`config.mk`:
```
export PLATFORM = sky130hd
export DESIGN_NAME = burst_col_seq
export DESIGN_NICKNAME = d
export VERILOG_FILES = /design/src/rtl/bcs_pkg.sv /design/src/rtl/bcs_mode_decode.sv /design/src/rtl/bcs_addr_gen.sv /design/src/rtl/burst_col_seq.sv
export SDC_FILE = /design/constraint.sdc
export NUM_CORES = 1
export LEC_CHECK = 0
export BUFFER_PORTS_ARGS = -buffer_cell sky130_fd_sc_hd__buf_2
export CAP_MARGIN = 10
export CORE_MARGIN = 1.5
export CORE_UTILIZATION = 60
export CTS_CLUSTER_DIAMETER = 30
export DETAILED_ROUTE_END_ITERATION = 10
export PLACE_DENSITY = 0.84
export SYNTH_ARGS = -nofsm -noshare
export SYNTH_HDL_FRONTEND = slang
export SYNTH_SLANG_ARGS = --single-unit
```
`constraint.sdc`:
```
create_clock -name clk -period 6 [get_ports clk]
set_clock_uncertainty 0.15 [all_clocks]
set_input_delay 0.3 -clock clk [delete_from_list [all_inputs] [get_ports clk]]
set_output_delay 0.3 -clock clk [all_outputs]
set_load 0.03 [all_outputs]
```
`src/rtl/bcs_pkg.sv`:
```
package bcs_pkg;
    typedef enum logic [1:0] {
        S_IDLE  = 2'd0,
        S_FIXED = 2'd1,
        S_PAGE  = 2'd2
    } seq_state_e;

    localparam logic [2:0] LC_ONE   = 3'd0;
    localparam logic [2:0] LC_TWO   = 3'd1;
    localparam logic [2:0] LC_FOUR  = 3'd2;
    localparam logic [2:0] LC_EIGHT = 3'd3;
    localparam logic [2:0] LC_PAGE  = 3'd7;
endpackage

```
`src/rtl/bcs_mode_decode.sv`:
```
module bcs_mode_decode #(
    parameter int COL_W = 10
) (
    input  logic [2:0]       len_code_i,
    input  logic             interleave_i,
    input  logic             is_write_i,
    input  logic             wr_single_i,
    output logic [COL_W-1:0] wrap_mask_o,
    output logic             page_o,
    output logic             err_o
);
    import bcs_pkg::*;

    // wrap_mask_o marks the column bits that move within the burst;
    // its value is also the index of the final beat of a fixed burst.
    always_comb begin
        wrap_mask_o = '0;
        page_o      = 1'b0;
        err_o       = 1'b0;
        case (len_code_i)
            LC_ONE:   wrap_mask_o = '0;
            LC_TWO:   wrap_mask_o = COL_W'(1);
            LC_FOUR:  wrap_mask_o = COL_W'(3);
            LC_EIGHT: wrap_mask_o = COL_W'(7);
            LC_PAGE: begin
                if (interleave_i) begin
                    err_o = 1'b1;
                end else begin
                    page_o      = 1'b1;
                    wrap_mask_o = '1;
                end
            end
            default:  err_o = 1'b1;
        endcase
        if (is_write_i && wr_single_i) begin
            wrap_mask_o = '0;
            page_o      = 1'b0;
        end
    end
endmodule

```
`src/rtl/bcs_addr_gen.sv`:
```
module bcs_addr_gen #(
    parameter int COL_W = 10
) (
    input  logic [COL_W-1:0] base_i,
    input  logic [COL_W-1:0] beat_i,
    input  logic [COL_W-1:0] wrap_mask_i,
    input  logic             interleave_i,
    output logic [COL_W-1:0] col_o
);
    logic [COL_W-1:0] moved;

    always_comb begin
        if (interleave_i) begin
            moved = base_i ^ beat_i;
        end else begin
            moved = base_i + beat_i;
        end
        col_o = (base_i & ~wrap_mask_i) | (moved & wrap_mask_i);
    end
endmodule

```
`src/rtl/burst_col_seq.sv`:
```
module burst_col_seq #(
    parameter int COL_W = 10
) (
    input  logic             clk,
    input  logic             rst_n,
    input  logic             start_i,
    input  logic [COL_W-1:0] start_col_i,
    input  logic             is_write_i,
    input  logic             term_i,
    input  logic [2:0]       len_code_i,
    input  logic             interleave_i,
    input  logic             wr_single_i,
    output logic [COL_W-1:0] col_o,
    output logic             col_vld_o,
    output logic             done_o,
    output logic             cfg_err_o
);
    import bcs_pkg::*;

    seq_state_e       state_q, state_d;
    logic [COL_W-1:0] beat_q, beat_d;
    logic [COL_W-1:0] base_q, base_d;
    logic [COL_W-1:0] mask_q, mask_d;
    logic             il_q, il_d;
    logic             done_q, done_d;
    logic             err_q, err_d;

    logic [COL_W-1:0] dec_mask;
    logic             dec_page;
    logic             dec_err;
    logic             last_hit;

    bcs_mode_decode #(.COL_W(COL_W)) u_decode (
        .len_code_i   (len_code_i),
        .interleave_i (interleave_i),
        .is_write_i   (is_write_i),
        .wr_single_i  (wr_single_i),
        .wrap_mask_o  (dec_mask),
        .page_o       (dec_page),
        .err_o        (dec_err)
    );

    bcs_addr_gen #(.COL_W(COL_W)) u_addr (
        .base_i       (base_q),
        .beat_i       (beat_q),
        .wrap_mask_i  (mask_q),
        .interleave_i (il_q),
        .col_o        (col_o)
    );

    assign last_hit = (state_q == S_FIXED) && (beat_q == mask_q);

    // next-state logic
    always_comb begin
        state_d = state_q;
        beat_d  = beat_q;
        base_d  = base_q;
        mask_d  = mask_q;
        il_d    = il_q;
        err_d   = err_q;
        done_d  = 1'b0;
        if (start_i) begin
            state_d = dec_page ? S_PAGE : S_FIXED;
            beat_d  = '0;
            base_d  = start_col_i;
            mask_d  = dec_mask;
            il_d    = interleave_i;
            err_d   = dec_err;
            done_d  = last_hit;
        end else begin
            unique case (state_q)
                S_IDLE: begin
                end
                S_FIXED: begin
                    if (term_i || last_hit) begin
                        state_d = S_IDLE;
                        done_d  = 1'b1;
                    end else begin
                        beat_d = beat_q + 1'b1;
                    end
                end
                S_PAGE: begin
                    if (term_i) begin
                        state_d = S_IDLE;
                        done_d  = 1'b1;
                    end else begin
                        beat_d = beat_q + 1'b1;
                    end
                end
                default: state_d = S_IDLE;
            endcase
        end
    end

    // state register
    always_ff @(posedge clk or negedge rst_n) begin
        if (!rst_n) begin
            state_q <= S_IDLE;
            beat_q  <= '0;
            base_q  <= '0;
            mask_q  <= '0;
            il_q    <= 1'b0;
            done_q  <= 1'b0;
            err_q   <= 1'b0;
        end else begin
            state_q <= state_d;
            beat_q  <= beat_d;
            base_q  <= base_d;
            mask_q  <= mask_d;
            il_q    <= il_d;
            done_q  <= done_d;
            err_q   <= err_d;
        end
    end

    // outputs
    always_comb begin
        col_vld_o = (state_q != S_IDLE);
        done_o    = done_q;
        cfg_err_o = err_q;
    end
endmodule

```
==> results.ini, run 1 <==
[synth]
synth-seq-area-share = 0.360
syn_nets = 256
ys_top_cells_by_area = dfrtp_1 (36%), ha_1 (8.1%), mux2_2 (6.7%), a21oi_1 (6.0%), o21ai_0 (4.5%)
synth_edf_count = 0
synth_seq_cells = 29
synth_cell_types = 47
synth_most_common_cell = dfrtp_1
yosysWarnings = 0
synth-main-ff-cell = dfrtp_1
synthTopCellsByCount = dfrtp_1 (29), a21oi_1 (24), nor2_1 (19), o21ai_0 (18), ha_1 (13)
async_flop_share = 1.00
synthCells = 222
synth_top_area_frac = 0.360
synth_area_sq_um = 2010
yosys.area.top_type = dfrtp_1
syn_avg_cell_area_sq_um = 9.07

[cts]
cts_made_buffers = 5
clk_pin_slew_ns = 0.11
postCtsSetupRepairBufs = 0
cts_buffer_depth = 2
cts-hold-fix-buffers = 1
cts_tree = done
cts_sinks = 29
root_buffer = clkbuf_4
htree_levels = 2
cts_resized = 0
clock_latency_ns = 0.35

[global_route]
antenna_found_initial = 0
overflow = 0
grt_pass1_wl_mm = 7.31
grt_max_degree = 30
first_global_vias = 1643
track_usage = 0.268

[cells_and_area]
fin_area_sq_um = 2270
drive_above_1_share = 0.222
nets = 290
diodes = 0
syn_to_final_growth_pct = 12.6

[timing]
hold_violations = 0
worst_pin_slew_ns = 0.673
final-setup-viol-count = 0
rsz0062_at_grt = no
slew_headroom = 0.551
final-max-slew-violation-count = 0
fmax_mhz = 316
timing.final.crit_share = 0.527
setup_tns_ns = 0
layout_min_cycle_time_ns = 3.16
whs_ns = 0.0143
setup_ws_ns = 2.84

[pwr]
power_density_nw_per_um2 = 245
power_uw = 555
max-vdd-ir-drop_v = 0.000168
leakage_uw = 0.000983

[route]
drt-initial-drc-count = 103
wl_per_cell_um = 14.8
vias_per_cell = 6.00
antenna_left = 0
vias = 1806
routed_wl_mm = 4.45
firstDrtPassIters = 4
drc = 0

[hold_path]
holdCritPathClass = in -> reg

[outcome]
status = finished, final reports clean

[job]
maxCapViolCount = 0

[floorplanning]
die_x_um = 60.9
core_sq_um = 3130
top_level_ports = 33
dieHeight_um = 60.9
initial_utilization = 0.644
rows = 20
dieArea_sq_um = 3710

[setup_path]
end_kind = primary output
worst-setup-path-type = reg -> out
critPathRequiredTime_ns = 5.55
cp.arrival_ns = 2.71
critPathMaxFanout = 6
cp-start-kind = flop

[place]
place_congestion = 0.803
dpl_cell_area_sq_um = 2200
hpwl_mm = 3.21
portBuffers = 32
place_ws_ns = 3.29

[cells in the final DEF, fill, tap and decap left out, types with 2 or more instances in the layout]
cell type  Yosys  layout
o2bb2ai_1      2       2
a21o_1         2       2
and3_1         2       2
xnor2_1        5       5
nor3_1         6       6
nand3_1        6       6
nand4b_1       2       2
a31oi_1        2       2
o21ai_0       18      18
nor2b_1        5       5
o211ai_1       5       5
nand4_1        4       4
a211oi_1       3       3
a21boi_0       2       2
ha_1          13      13
xor2_1         2       2
mux2i_1        2       2
nand2b_1       2       2
o21bai_1       2       2
nor2_1        19      19
dfrtp_1       29      29
and4_1         2       2
inv_1          7       7
mux2_2        12      12
or4_1          3       3
or3_1          7       7
nand2_1       10      10
clkinv_2       0       2
a21oi_1       24      24
o31ai_1        3       3
buf_2          0      32
clkbuf_4       0       5
[registers in the layout, indices dropped and copies added, names as in the netlist]
name / count
base_q: 10
beat_q: 10
cfg_err_o: 1
done_o: 1
il_q: 1
mask_q: 4
state_q: 2
[where the power goes]
group	switching [uW]	internal, uW
Sequential	23.4	215
Clock	77.9	44.0
Combinational	121	73.8
Total	223	332
[cells by family after synthesis]
| group | synth area share |
|---|---|
| XOR/XNOR | 0.0305 |
| AND/OR/NAND/NOR | 0.194 |
| flip-flops | 0.360 |
| AO/OA/AOI/OAI | 0.214 |
| multiplexers | 0.0827 |
| adder cells (fa/ha/maj) | 0.0907 |
| buffers and inverters | 0.0280 |
[routing by layer]
metal,track usage,vias to the layer above,part of all wire
met1,0.346,852,0.46
li1,-,903,-
met2,0.444,44,0.49
met5,0,-,0
met4,0.0901,0,0.015
met3,0.0640,7,0.040
[final cells by class]
class | instances | area [sq um]
Clock inverter | 3 | 17.5
Clock buffer | 5 | 37.5
Fill cell | 260 | 861
Sequential cell | 29 | 726
Tap cell | 44 | 55.1
Multi-Input combinational cell | 179 | 1230
Timing Repair Buffer | 33 | 170
Inverter | 8 | 30.0
[stage by stage]
| step | std cells | utilization |
|---|---|---|
| 4_1_cts | 301 | 0.725 |
| 2_1_floorplan | 222 | - |
| 6_report | 301 | 0.725 |
| 3_5_place_dp | 292 | 0.704 |
| 5_1_grt | 301 | 0.725 |
| 3_3_place_gp | 292 | 0.704 |
[worst paths after layout]
path                           startpoint   endpoint  slack, ns  cells past startpoint
min in group asynchronous           rst_n  base_q[9]       0.34                      2
setup / recovery                beat_q[0]   col_o[8]       2.84                      8
setup reg to reg                mask_q[8]  beat_q[0]       3.67                      5
hold / removal             start_col_i[5]  base_q[5]       0.01                      2
max in group asynchronous           rst_n  base_q[3]       4.93                      2
hold reg to reg                 cfg_err_o  cfg_err_o       0.36                      1
[worst max-delay path, cell delays in order, from the launching register on]
cell	delay, ns
dfrtp_1	0.47
ha_1	0.27
fa_1	0.40
a21oi_1	0.21
o21ai_0	0.16
o41ai_1	0.38
nand4b_1	0.14
o211ai_1	0.11
buf_2	0.22
No activity file was read; power rests on OpenSTA's default activity.
==> run 2, diff against run 1 <==
CORE_UTILIZATION = 56   (was 60)
PLACE_DENSITY = 0.79   (was 0.84)
clock period = 3 ns   (was 6 ns; I/O delays follow)
==> results.ini, run 2 (synthesis gave the netlist of run 1 again) <==
[cells_and_area]
reg_top3 = base_q (10), beat_q (10), mask_q (4)
syn_to_final_growth_pct = 23.7
layout_common_cells = buf_2 (31), dfrtp_1 (28), a21oi_1 (23)
drive_above_1_share = 0.222  ; about the same
diodes = 0  ; unchanged
mostFrequentLayoutCell = buf_2
nets = 308  ; +6.2%

[timing]
rsz0062_at_grt = no
timing.final.crit_share = 0.943
slew_headroom = 0.542  ; -0.00943
fmax_mhz = 354
whs_ns = 0.0497  ; +0.0354 ns
final-max-slew-violation-count = 0  ; unchanged
setup_tns_ns = 0  ; unchanged
layout_min_cycle_time_ns = 2.83
worst_pin_slew_ns = 0.687  ; +0.0141 ns
final-setup-viol-count = 0  ; unchanged
hold_violations = 0  ; unchanged

[route]
route.met3.wl_um = 174  ; -2.8%
routed_wl_mm = 4.87  ; +9.3%
antenna_left = 0  ; unchanged
wl_met2_mm = 2.40  ; +11%
vias_per_cell = 5.90  ; -1.7%
wl_met1_mm = 2.21  ; +8.4%
drc = 0  ; unchanged
firstDrtPassIters = 4  ; unchanged
vias = 1893  ; +4.8%
drt-initial-drc-count = 83  ; -19%
wl_per_cell_um = 15.2  ; +2.5%
top_layer = met4

[global_route]
grt_max_degree = 30  ; unchanged
grt_pass1_wl_mm = 8.29  ; +13%
antenna_found_initial = 0  ; unchanged
first_global_vias = 1791  ; +9.0%
overflow = 0  ; unchanged
track_usage = 0.270  ; +0.00153

[setup_path]
r2r_cells = 5  ; unchanged
cp-start-kind = flop
worst-setup-path-type = reg -> out
slowest_stage = dfrtp_2
critPathMaxFanout = 6  ; unchanged
cp_slowest_stage_delay_ns = 0.46  ; about the same
end_kind = primary output
worstPathCellList = ha_1 > fa_1 > a21oi_2 > o21ai_1 > o41ai_2 > nand4b_1 > o211ai_1 > buf_4
cp.arrival_ns = 2.53  ; -0.18 ns
critPathRequiredTime_ns = 2.70  ; -2.85 ns

[hold_path]
holdCritPathClass = in -> reg
hold-path-cell-count = 4  ; +2

[place]
place_congestion = 0.796  ; -0.90%
hpwl_mm = 3.13  ; -2.4%
portBuffers = 32  ; unchanged

[pwr]
leakage_uw = 0.00108  ; +10%
power_frac_clock = 0.282  ; +0.062
swShare = 0.360  ; -0.0414
power_density_nw_per_um2 = 498  ; +100%
seq_power_share = 0.383  ; -0.046
max-vdd-ir-drop_v = 0.000391  ; +130%
power.switching_uw = 446  ; +100%
pwr-share-comb = 0.335  ; -0.017
p_int_uw = 794  ; +140%

[cts]
cts_made_buffers = 5  ; unchanged
cts_sinks = 29  ; unchanged
cts_buffer_depth = 2  ; unchanged
clock_latency_ns = 0.34  ; about the same
cts_tree = done
root_buffer = clkbuf_4
htree_levels = 2  ; unchanged
clk_pin_slew_ns = 0.10  ; about the same

[floorplanning]
initial_utilization = 0.594  ; -0.0497
dieArea_sq_um = 3960  ; +6.8%
core_sq_um = 3390  ; +8.4%
die_x_um = 63.0  ; +3.3%
top_level_ports = 33  ; unchanged
rows = 21  ; +5.0%
dieHeight_um = 63.0  ; +3.3%

[outcome]
status = finished, final reports clean

[job]
maxCapViolCount = 0  ; unchanged

-- run 2: critical path: cells and delay by family (launching register included) --
kind / cells / cell delay [ns]
AOI/OAI and AO/OA: 4 / 0.76
DFF: 1 / 0.46
buffers and inverters: 1 / 0.19
and+or+nand+nor: 1 / 0.13
adders and majority gates: 2 / 0.65
-- run 2: worst paths after layout --
path                                 from        end  slack (ns)
worst max-delay path            beat_q[0]   col_o[8]        0.17
worst min-delay path              start_i  beat_q[1]        0.05
worst max register to register  mask_q[8]  beat_q[0]        0.62
worst min register to register  base_q[3]  base_q[3]        0.40
max in group asynchronous           rst_n  beat_q[0]        2.00
min in group asynchronous           rst_n  mask_q[1]        0.24
-- run 2: area by class of cell --
type	instances	area, sq um
multi-input combinational	179	1240
fill	258	900
sequential	29	727
timing repair buffer	51	348
tap	46	57.6
clock buffer	7	55.1
clock inverter	1	30.0
inverter	8	30.0
-- run 2: through the flow --
stage	cells	utilization	power, uW	setup WS, ns	instance area, sq um
3_3_place_gp	295	0.653	860	0.480	2210
6_report	321	0.735	1240	0.172	2490
5_1_grt	321	0.735	1310	0.0151	2490
3_5_place_dp	295	0.653	873	0.457	2210
4_1_cts	320	0.728	1230	0.0731	2470
2_1_floorplan	222	-	770	0.656	2010
-- run 2: power by group through the flow --
stage	registers (uW)	clock network, uW	logic [uW]
after detailed placement	482	0	390
final	476	349	416
after global placement	479	0	381
after global routing	483	368	459
after floorplan	481	0	289
after CTS	474	350	410
-- run 2: layer usage --
metal  up-vias  track usage
li1        943            -
met1       901        0.345
met2        41        0.451
met3         8       0.0577
met4         0       0.0944
met5         -            0
-- run 2: repair_timing --
item | CTS | global route
endpoints found under the setup margin | 0 | 1
resized for setup | 0 | 6
endpoints found under the hold margin | 45 | 0
setup buffers | 0 | 1
hold buffers | 17 | 0
==> run 3, diff against run 2 <==
CORE_UTILIZATION = 30   (was 56)
PLACE_DENSITY = default   (was 0.79)
clock period = 2.4 ns   (was 3 ns; I/O delays follow)
==> results.ini, run 3 (synthesis gave the netlist of run 1 again) <==
[cells_and_area]
nets = 322  ; +4.5%
syn_to_final_growth_pct = 35.4
seqCellArea_sq_um = 727  ; unchanged
mostFrequentLayoutCell = dfrtp_1
fill_cells = 614  ; +140%
diodes = 0  ; unchanged
reg_top3 = base_q (10), beat_q (10), mask_q (4)
fin_area_sq_um = 2730  ; +9.4%
layout_common_cells = dfrtp_1 (28), buf_2 (26), a21oi_1 (23)
multi_input_area_sq_um = 1320  ; +5.8%
drive_above_1_share = 0.298  ; +0.0758

[cts]
cts_sinks = 29  ; unchanged
clock_latency_ns = 0.28  ; -0.06 ns
cts_tree = done
cts_buffer_depth = 2  ; unchanged
clk_pin_slew_ns = 0.07  ; -0.03 ns
htree_levels = 2  ; unchanged
root_buffer = clkbuf_8
cts_made_buffers = 5  ; unchanged

[route]
routed_wl_mm = 4.94  ; +1.6%
antenna_left = 0  ; unchanged
wl_met2_mm = 2.28  ; -4.9%
wl_per_cell_um = 13.5  ; -11%
route.met3.wl_um = 169  ; -2.9%
drt-initial-drc-count = 96  ; +16%
vias_per_cell = 5.27  ; -11%
drc = 0  ; unchanged
vias = 1928  ; +1.8%
wl_met1_mm = 2.44  ; +11%
top_layer = met4
firstDrtPassIters = 4  ; unchanged

[pwr]
power_density_nw_per_um2 = 584  ; +17%
max-vdd-ir-drop_v = 0.000409  ; +4.6%
power_uw = 1590  ; +28%
leakage_uw = 0.00116  ; +7.2%

[outcome]
status = finished, violations left
failed_checks = setup timing

[place]
dpl_cell_area_sq_um = 2340  ; +5.8%
place_congestion = 0.778  ; -2.3%
place_ws_ns = -0.0498  ; -0.507 ns
hpwl_mm = 3.44  ; +9.7%
portBuffers = 32  ; unchanged

[global_route]
overflow = 0  ; unchanged
grt_max_degree = 30  ; unchanged
track_usage = 0.148  ; -0.121
antenna_found_initial = 0  ; unchanged
first_global_vias = 1947  ; +8.7%
grt_pass1_wl_mm = 8.74  ; +5.4%

[timing]
layout_min_cycle_time_ns = 2.51
worst_pin_slew_ns = 0.673  ; -0.0139 ns
rsz0062_at_grt = yes
timing.final.crit_share = 1.05
final-setup-viol-count = 2  ; +2
fmax_mhz = 398
slew_headroom = 0.551  ; +0.00924
final-max-slew-violation-count = 0  ; unchanged
setup_ws_ns = -0.110  ; -0.282 ns
hold_violations = 0  ; unchanged

[setup_path]
critPathMostFrequentCell = buf_4
r2r_cells = 6  ; +1
cp_slowest_stage_delay_ns = 0.38  ; -0.08 ns
cp.arrival_ns = 2.24  ; -0.29 ns
worstPathCellList = ha_2 > fa_2 > a21oi_2 > o21ai_2 > o41ai_2 > buf_4 > nand4b_1 > o211ai_1 > buf_4
reg2reg_to = beat_q[0]
crit_buf_inv = 2  ; +1
cp-start-kind = flop
slowest_stage = dfrtp_1
end_kind = primary output
worst-setup-path-type = reg -> out
worst_r2r_startpoint = beat_q[3]
critPathMaxFanout = 2  ; -4
worst-path-stages = 9  ; +1
ff2ff_setup_slack_ns = 0.29  ; -0.33 ns
critPathRequiredTime_ns = 2.13  ; -0.57 ns
cpLargestDelayFamily = compound AO/OA/AOI/OAI gates

[hold_path]
hold_start = wr_single_i
hold-path-cell-count = 4  ; unchanged
holdCritPathClass = in -> reg
holdPathEnd = mask_q[2]

[floorplanning]
rows = 29  ; +38%
dieHeight_um = 84.9  ; +35%
dieArea_sq_um = 7210  ; +82%
top_level_ports = 33  ; unchanged
die_x_um = 84.9  ; +35%
initial_utilization = 0.313  ; -0.280
core_sq_um = 6420  ; +89%

[job]
maxCapViolCount = 0  ; unchanged

-- run 3: where the power goes --
group	switching, uW	leakage (uW)	internal (uW)
Clock	196	0.0000450	201
Sequential	43.5	0.000370	538
Combinational	347	0.000746	268
Total	586	0.00116	1010
-- run 3: what timing repair did --
action | 4_1_cts | 5_1_grt
gates cloned | 0 | 0
setup buffers | 1 | 3
pin swaps | 6 | 4
hold endpoints to repair | 45 | 0
hold buffers | 16 | 0
resized for setup | 17 | 11
endpoints found under the setup margin | 6 | 5
-- run 3: how the worst max path moves through the flow --
| stage | end | slack (ns) | startpoint |
|---|---|---|---|
| floorplan | col_o[8] | 0.09 | beat_q[0] |
| global placement | col_o[8] | -0.04 | beat_q[0] |
| detailed placement | col_o[8] | -0.05 | beat_q[0] |
| CTS | col_o[8] | -0.16 | base_q[0] |
| global route | col_o[8] | -0.24 | base_q[0] |
| finish | col_o[8] | -0.11 | base_q[0] |
-- run 3: final cells by class --
cell class                 count  share of cell area
tap                           77              0.0354
sequential                    29               0.267
clock buffer                   6              0.0266
inverter                       8              0.0110
clock inverter                 2             0.00367
timing repair buffer          65               0.174
multi-input combinational    179               0.483
-- run 3: through the flow --
| stage | hold slack (ns) | TNS, ns | cells | util |
|---|---|---|---|---|
| 5_1_grt | 0.0921 | -0.705 | 366 | 0.424 |
| 3_5_place_dp | 0.0513 | -0.0498 | 338 | 0.365 |
| 2_1_floorplan | -0.326 | 0 | 222 | - |
| 3_3_place_gp | 0.0476 | -0.0419 | 338 | 0.365 |
| 4_1_cts | 0.0529 | -0.252 | 363 | 0.417 |
| 6_report | 0.0521 | -0.129 | 366 | 0.424 |
-- run 3: worst min-delay path: stages --
cell,delay (ns)
buf_2,0.07
a21oi_1,0.08
o21ai_0,0.11
o2bb2ai_1,0.06
-- run 3: metal layers --
| metal | up-vias | GRT usage |
|---|---|---|
| met5 | - | 0 |
| met4 | 0 | 0.0358 |
| met3 | 8 | 0.0302 |
| met2 | 35 | 0.250 |
| met1 | 915 | 0.196 |
| li1 | 970 | - |
